[src/rtl/fdsc_pkg.sv]
package fdsc_pkg;

  typedef enum logic [1:0] {
    CLS_ZERO = 2'd0,
    CLS_FIN  = 2'd1,
    CLS_INF  = 2'd2,
    CLS_NAN  = 2'd3
  } cls_e;

  typedef struct packed {
    cls_e cls;
    logic sign;
    logic snan;
  } opnd_t;

  typedef struct packed {
    cls_e cls;
    logic sign;
    logic invalid;
    logic zdiv;
    logic store;
    logic normal;
  } verdict_t;

  localparam int VERDICT_W = $bits(verdict_t);

endpackage

[src/rtl/fdsc_operand_map.sv]
module fdsc_operand_map
  import fdsc_pkg::*;
(
  input  opnd_t dst,
  input  opnd_t src,
  input  logic  reverse,
  input  logic  int_src,
  output opnd_t dividend,
  output opnd_t divisor
);

  opnd_t src_fixed;

  // Integer zero has no sign of its own: it is always positive.
  always_comb begin
    src_fixed = src;
    if (int_src && src.cls == CLS_ZERO) src_fixed.sign = 1'b0;
  end

  always_comb begin
    if (reverse) begin
      dividend = src_fixed;
      divisor  = dst;
    end else begin
      dividend = dst;
      divisor  = src_fixed;
    end
  end

endmodule

[src/rtl/fdsc_class_table.sv]
module fdsc_class_table
  import fdsc_pkg::*;
#(
  parameter logic INDEF_SIGN = 1'b1
) (
  input  opnd_t    dividend,
  input  opnd_t    divisor,
  input  logic     zd_mask,
  output verdict_t verdict
);

  logic x_sign;
  logic a_nan, b_nan, a_inf, b_inf, a_zero, b_zero, a_fin, b_fin;

  assign x_sign = dividend.sign ^ divisor.sign;
  assign a_nan  = dividend.cls == CLS_NAN;
  assign b_nan  = divisor.cls  == CLS_NAN;
  assign a_inf  = dividend.cls == CLS_INF;
  assign b_inf  = divisor.cls  == CLS_INF;
  assign a_zero = dividend.cls == CLS_ZERO;
  assign b_zero = divisor.cls  == CLS_ZERO;
  assign a_fin  = dividend.cls == CLS_FIN;
  assign b_fin  = divisor.cls  == CLS_FIN;

  always_comb begin
    verdict = '{cls: CLS_FIN, sign: x_sign, invalid: 1'b0,
                zdiv: 1'b0, store: 1'b1, normal: 1'b0};
    if (a_nan || b_nan) begin
      verdict.cls     = CLS_NAN;
      verdict.sign    = a_nan ? dividend.sign : divisor.sign;
      verdict.invalid = (a_nan && dividend.snan) || (b_nan && divisor.snan);
    end else if ((a_inf && b_inf) || (a_zero && b_zero)) begin
      verdict.cls     = CLS_NAN;
      verdict.sign    = INDEF_SIGN;
      verdict.invalid = 1'b1;
    end else if (a_fin && b_zero) begin
      verdict.cls   = CLS_INF;
      verdict.zdiv  = 1'b1;
      verdict.store = zd_mask;
    end else if (a_inf) begin
      verdict.cls = CLS_INF;
    end else if (b_inf || a_zero) begin
      verdict.cls = CLS_ZERO;
    end else begin
      verdict.normal = 1'b1;
    end
  end

  always_comb begin
    if (a_fin && b_fin)
      p_fin_pair_normal_r9: assert (verdict.normal && !verdict.invalid && !verdict.zdiv);
  end

endmodule

[src/rtl/fdsc_out_stage.sv]
module fdsc_out_stage #(
  parameter int W = 8
) (
  input  logic         clk,
  input  logic         rst_n,
  input  logic         in_valid,
  output logic         in_ready,
  input  logic [W-1:0] in_data,
  output logic         out_valid,
  input  logic         out_ready,
  output logic [W-1:0] out_data
);

  assign in_ready = !out_valid || out_ready;

  always_ff @(posedge clk or negedge rst_n) begin
    if (!rst_n) begin
      out_valid <= 1'b0;
      out_data  <= '0;
    end else if (in_ready) begin
      out_valid <= in_valid;
      if (in_valid) out_data <= in_data;
    end
  end

  p_hold_on_stall_r10: assert property (@(posedge clk) disable iff (!rst_n)
    out_valid && !out_ready |=> out_valid && $stable(out_data));

  p_take_on_accept_r10: assert property (@(posedge clk) disable iff (!rst_n)
    in_valid && in_ready |=> out_valid && out_data == $past(in_data));

endmodule

[src/rtl/fdiv_special_resolver.sv]
module fdiv_special_resolver
  import fdsc_pkg::*;
#(
  parameter logic INDEF_SIGN = 1'b1
) (
  input  logic       clk,
  input  logic       rst_n,
  input  logic       in_valid,
  output logic       in_ready,
  input  logic [1:0] dst_cls,
  input  logic       dst_sign,
  input  logic       dst_snan,
  input  logic [1:0] src_cls,
  input  logic       src_sign,
  input  logic       src_snan,
  input  logic       rev_mode,
  input  logic       int_source,
  input  logic       zd_masked,
  output logic       out_valid,
  input  logic       out_ready,
  output logic [1:0] res_cls,
  output logic       res_sign,
  output logic       flag_invalid,
  output logic       flag_zdiv,
  output logic       store_en,
  output logic       normal_path
);

  opnd_t    dst_op, src_op, dvd, dvs;
  verdict_t comb_v, reg_v;
  logic [VERDICT_W-1:0] reg_bits;

  assign dst_op = '{cls: cls_e'(dst_cls), sign: dst_sign, snan: dst_snan};
  assign src_op = '{cls: cls_e'(src_cls), sign: src_sign, snan: src_snan};

  fdsc_operand_map u_map (
    .dst      (dst_op),
    .src      (src_op),
    .reverse  (rev_mode),
    .int_src  (int_source),
    .dividend (dvd),
    .divisor  (dvs)
  );

  fdsc_class_table #(.INDEF_SIGN(INDEF_SIGN)) u_table (
    .dividend (dvd),
    .divisor  (dvs),
    .zd_mask  (zd_masked),
    .verdict  (comb_v)
  );

  fdsc_out_stage #(.W(VERDICT_W)) u_stage (
    .clk       (clk),
    .rst_n     (rst_n),
    .in_valid  (in_valid),
    .in_ready  (in_ready),
    .in_data   (comb_v),
    .out_valid (out_valid),
    .out_ready (out_ready),
    .out_data  (reg_bits)
  );

  assign reg_v        = verdict_t'(reg_bits);
  assign res_cls      = reg_v.cls;
  assign res_sign     = reg_v.sign;
  assign flag_invalid = reg_v.invalid;
  assign flag_zdiv    = reg_v.zdiv;
  assign store_en     = reg_v.store;
  assign normal_path  = reg_v.normal;

  p_zdiv_gives_inf_r3: assert property (@(posedge clk) disable iff (!rst_n)
    out_valid && flag_zdiv |-> res_cls == CLS_INF && !flag_invalid && !normal_path);

  p_nostore_only_zdiv_r3: assert property (@(posedge clk) disable iff (!rst_n)
    out_valid && !store_en |-> flag_zdiv);

  p_invalid_is_nan_r1: assert property (@(posedge clk) disable iff (!rst_n)
    out_valid && flag_invalid |-> res_cls == CLS_NAN);

  p_normal_clean_r9: assert property (@(posedge clk) disable iff (!rst_n)
    out_valid && normal_path |-> res_cls == CLS_FIN && store_en && !flag_invalid && !flag_zdiv);

  p_accept_gives_valid_r10: assert property (@(posedge clk) disable iff (!rst_n)
    in_valid && in_ready |=> out_valid);

endmodule

[config.mk]
export PLATFORM = sky130hd
export DESIGN_NAME = fdiv_special_resolver
export DESIGN_NICKNAME = d
export VERILOG_FILES = /design/src/rtl/fdsc_pkg.sv /design/src/rtl/fdsc_operand_map.sv /design/src/rtl/fdsc_class_table.sv /design/src/rtl/fdsc_out_stage.sv /design/src/rtl/fdiv_special_resolver.sv
export SDC_FILE = /design/constraint.sdc
export NUM_CORES = 1
export LEC_CHECK = 0
export ABC_CLOCK_PERIOD_IN_PS = 1750
export CORE_UTILIZATION = 35
export CTS_BUF_LIST = sky130_fd_sc_hd__clkbuf_8
export CTS_CLUSTER_SIZE = 20
export DETAILED_ROUTE_END_ITERATION = 10
export DONT_BUFFER_PORTS = 1
export PLACE_DENSITY = 0.52
export SLEW_MARGIN = 40
export SYNTH_ARGS = -nofsm -noshare
export SYNTH_HDL_FRONTEND = slang
export SYNTH_SLANG_ARGS = --single-unit
[constraint.sdc]
create_clock -name clk -period 1.75 [get_ports clk]
set_clock_uncertainty 0.2 [all_clocks]
set_input_delay 0.0875 -clock clk [delete_from_list [all_inputs] [get_ports clk]]
set_output_delay 0.0875 -clock clk [all_outputs]
set_load 0.005 [all_outputs]
# After elaboration in Yosys (flattened, before gate mapping)
# Index checks and enable logic that the tools add are counted.
# op_classes
n_eq_ne	5
muxes	16
n_reduce_logical	16
bitwise_logic	1
# op_table
operator	count
$mux W4	3
$mux W2	5
$eq A2 B2 Y1 const B	4
$logic_and A1 B1 Y1	6
$logic_not A2 Y1	3
$mux W1	6
$mux W3	2
$logic_or A1 B1 Y1	5
$eq A2 B1 Y1 const B	1
$reduce_and A2 Y1	1
$logic_not A1 Y1	1
$xor A1 B1 Y1	1
# totals
in_bits	15
out_inout_bits	9
wordCells	40
regBits	8

# Logic depth before layout (Yosys ltp)
# logic_depth
ltp_word	11
ltp_mapped	5
mapped_depth_nobuf	4

# Cells and area by module
# A second synthesis with hierarchy kept.
# hier_totals
hier_cells	57
hier_area_um2	644.4
# modules_own_cells
mod	cells_per_inst	seq_area_each_um2	area_each_um2	instances
fdsc_out_stage	18	200.2	337.8	1
fdsc_class_table	25	0.0	163.9	1
fdsc_operand_map	14	0.0	142.6	1

# Least setup slack after synthesis
# No wires, ideal clock.
# synth_timing
path_kind	reg2reg
startpoint	reg u_stage.out_valid
endpoint	reg u_stage.out_data[4]
setup_ns	0.095
required_ns	1.455
stages_incl_launch_ff	5
arrival_ns	1.048
slack_ns	0.406
period_less_slack_ns	1.344
path_buffers	0
cell_sequence	dfrtp_1 > nand2b_1 > nand2_1 > a311o_1 > o31ai_1
# synth_between
elab_chain_len	3
# synth_rtl
element	line	text
from (decl)	fdsc_out_stage.sv:9	output logic out_valid,
from (signal assigned)	fdsc_out_stage.sv:21	out_valid <= in_valid;
$logic_not A1 Y1	fdsc_out_stage.sv:14	assign in_ready = !out_valid || out_ready;
$logic_or A1 B1 Y1	fdsc_out_stage.sv:14	
named net in_ready	fdiv_special_resolver.sv:9	output logic in_ready,
$reduce_and A2 Y1 (no line)	--	
to (signal assigned)	fdsc_out_stage.sv:22	if (in_valid) out_data <= in_data;
to (decl)	fdsc_out_stage.sv:11	output logic [W-1:0] out_data
# The timed path passes the listed nets, and every way through them passes these cells.
# A chain may end at the register's enable or synchronous reset.

# Worst setup path after layout
# layout_timing
startpoint	in dst_cls[1]
endpoint	reg u_stage.out_data[4]
# layout_between
elab_chain_len	6
elab_cells_between_ends	15
classes_between	4 x eq/ne; 5 x mux; 6 x reduce/logical
# layout_rtl
element	line	text
from (decl)	fdiv_special_resolver.sv:10	input logic [1:0] dst_cls,
$mux W4	fdsc_operand_map.sv:21	if (reverse) begin
$eq A2 B2 Y1, or another cell as far along	fdsc_class_table.sv:18	assign a_inf = dividend.cls == CLS_INF;
$logic_and A1 B1 Y1	fdsc_class_table.sv:32	end else if ((a_inf && b_inf) || (a_zero && b_zero)) begin
$logic_or A1 B1 Y1	fdsc_class_table.sv:32	
$mux W2	fdsc_class_table.sv:32	
$mux W4 (*)	fdsc_class_table.sv:28	if (a_nan || b_nan) begin
# Every way passes the cells marked *; elsewhere a longest branch is shown, timed or not.

==> results by group <==
Routing
  • DRT iter0 DRCs: 4
  • Via count: 481
  • First-pass DRT Iterations: 4
  • Wire per inst: 13.7 um
  • Via/cell ratio: 5.47
  • Routed WL: 1200 um
  • DRC viols: 0
  • Post-route ant nets: 0

Setup path
  • Crit path DAT: 1.55 ns
  • CP Max Fanout: 5
  • Kind of critical path: input port to flip-flop
  • Reg2reg start: u_stage.out_valid$_DFFE_PN0N_
  • CP required: 1.68 ns
  • FF-to-FF path depth: 3
  • R2R setup slack: 0.30 ns
  • Worst setup EP type: flip-flop
  • Element type at the critical path start: input port
  • FF-to-FF End: u_stage.out_valid$_DFFE_PN0N_

STA
  • Final setup fails: 0
  • RSZ-0062 raised after global routing: no
  • Fin crit period: 1.62 ns
  • Final Cycle Share: 92.7%
  • Hold_ws: -0.00116 ns
  • Sum Neg Setup Slack: 0 ns
  • Hold Fails Final Rpt: 1
  • Final WS setup: 0.127 ns
  • Slew @ Worst Pin: 0.364 ns
  • F_max: 616 MHz
  • Pins Over Slew Limit: 0
  • Slew HR: 75.6%

GRT
  • Vias in the first global route: 460
  • Initial antenna violation count: 0
  • Largest net degree at the start of global routing: 9
  • First-pass GRT wire length: 1850 um
  • All-Layer GR Usage: 17.7%
  • GR Overflow Total: 0

Clocking
  • CTS root buffer: clkbuf_8
  • CTS tree: built
  • Clk pin slew, worst setup/hold paths: 0.04 ns
  • CTS Buffer Depth: 2
  • Clock buffer count from CTS: 3
  • Worst-Skew Late Latency: 0.22 ns
  • H-tree depth: 1
  • Post-CTS sizing: 0
  • CTS Sinks: 8

Synthesis
  • Area fraction of the dominant cell type after synthesis: 37.8%
  • Post-Syn Instances: 59
  • Leading area contributor after synthesis: dfrtp_1
  • Part of the Yosys area used for sequential elements: 37.8%
  • Post-synthesis xor/xnor area fraction: 4.96%
  • Yosys warning total: 0
  • Count leader, synth: nand2_1
  • Yosys reg bits: 8
  • Top cells by count, synth: nand2_1 (9), dfrtp_1 (8), nor2_1 (5), o21ai_0 (4), xor2_1 (3)
  • Largest family of logic cells by synthesized area: simple AND/OR/NAND/NOR gates
  • Post-Syn Nets: 74
  • Unique masters post-synth: 29
  • Post-Synth Adder-Cell Area: 0%
  • Syn avg cell area: 8.97 um2
  • Async SR Flop Fraction: 100%
  • Multiplexer area fraction after synthesis: 3.78%
  • Synth Area in Simple Gates: 25.8%
  • Compound-cell area share of the yosys netlist: 19.1%
  • EDFF count, synth: 0
  • Post-Syn Area: 529 um2
  • Main flop type after synthesis: dfrtp_1
  • Dominant cells by area after synthesis: dfrtp_1 (38%), nand2_1 (6.4%), xor2_1 (5.0%), buf_6 (4.3%), mux2i_1 (3.8%)

Die
  • Core area: 0.00135 mm2
  • Ports: 24
  • Die area: 0.00167 mm2
  • Die W: 40.9 um
  • FP Rows: 13
  • Initial core utilization: 39.2%
  • Die H: 40.9 um

Place
  • Final Wtd Congestion: 0.729
  • Dpl cell area: 522 um2
  • Placed insts: 71
  • DP Worst Slack: 0.304 ns
  • PortBufs: 0
  • Detailed Place HPWL: 810 um

Hold path
  • Hold-critical path depth: 3
  • Hold Path Class: input port to flip-flop
  • Hold Startpoint: rev_mode
  • WHS Endpoint: u_stage.out_data[6]$_DFFE_PN0P_

Power
  • Lkg Pwr: 0.313 nW
  • IR drop worst, VDD: 293 uV
  • Tot Pwr: 0.537 mW
  • PD cells: 764 mW/mm2

Run status
  • Status: complete, but fails checks
  • Failing checks: hold timing

Layout
  • N_diodes: 0
  • Nets: 90
  • Final instance area: 703 um2
  • Share of layout cells above drive strength 1: 13.7%
  • Fillers: 144
  • P&R area growth vs syn: 32.9%
  • Layout Cells excl Fill: 88

Job
  • Max Cap Viol: 0
## cell type report
cell class                      count  area, um2  share of cell area (%)
Multi-Input combinational cell     45        284                    40.4
Sequential cell                     8        200                    28.5
Timing Repair Buffer               16        155                    22.1
Inverter                            1       3.75                   0.534
Tap cell                           15       18.8                    2.67
Clock buffer                        3       41.3                    5.87
## cells in the final DEF, fill, tap and decap left out, drive strengths merged, types with 2 or more instances in the layout
master       count
dlygate4sd3     14
nand2           10
dfrtp            8
o21ai            6
nor2             5
xor2             3
clkbuf           3
nand2b           3
a221oi           2
a21oi            2
mux2i            2
buf              2
## worst max-delay path by stage
stage,to,from,slack (ns)
after global routing,u_stage.out_data[4]$_DFFE_PN0P_,dst_cls[1],0.02
after global placement,u_stage.out_data[0]$_DFFE_PN0P_,u_stage.out_valid$_DFFE_PN0N_,0.33
after floorplan,u_stage.out_data[4]$_DFFE_PN0P_,u_stage.out_valid$_DFFE_PN0N_,0.41
after detailed placement,u_stage.out_data[0]$_DFFE_PN0P_,u_stage.out_valid$_DFFE_PN0N_,0.30
after CTS,u_stage.out_data[4]$_DFFE_PN0P_,dst_cls[0],0.14
final,u_stage.out_data[4]$_DFFE_PN0P_,dst_cls[1],0.13
## worst max-delay path, stage by stage
cell and delay (ns):
dlygate4sd3_1 0.68, nand2_4 0.09, and4b_1 0.20, a311o_1 0.32
o31ai_1 0.18
## power breakdown
part	switching [mW]	internal (mW)	total (mW)	leakage, nW
registers	0.0154	0.208	0.223	0.0980
clock network	0.0651	0.148	0.213	0.0216
logic	0.0458	0.0543	0.100	0.193
## cells by family after synthesis
logic type / after synthesis
compound gates: 15
mux: 2
simple gates: 25
flops: 8
xor+xnor: 3
buf+inv: 6
## per-layer routing
metal  global-route usage [%]  part of all wire (%)  vias up  wire, um
met2                     28.1                    45       22       540
met1                     19.7                    47      218       559
met4                     15.0                   1.0        0        12
met3                     3.80                   7.4        2        89
met5                        0                     0        -         0
li1                         -                     -      239         -
## metrics by stage
step / hold slack (ns) / utilization (%)
after floorplan: -0.408 / -
final: -0.00116 / 52.1
after global routing: 0.00936 / 52.1
after global placement: -0.408 / 38.6
after CTS: 0.000654 / 52.1
after detailed placement: -0.408 / 38.6
## registers in the layout, summed over array words and instances (netlist names)
register / count
u_stage.out_valid: 1
u_stage.out_data: 7
## timing repair
| action | CTS | global route |
|---|---|---|
| setup buffers | 0 | 0 |
| hold endpoints to repair | 16 | 0 |
| setup endpoints to repair | 0 | 0 |
| hold buffers | 14 | 0 |
Power figures use the tool's default switching activity.
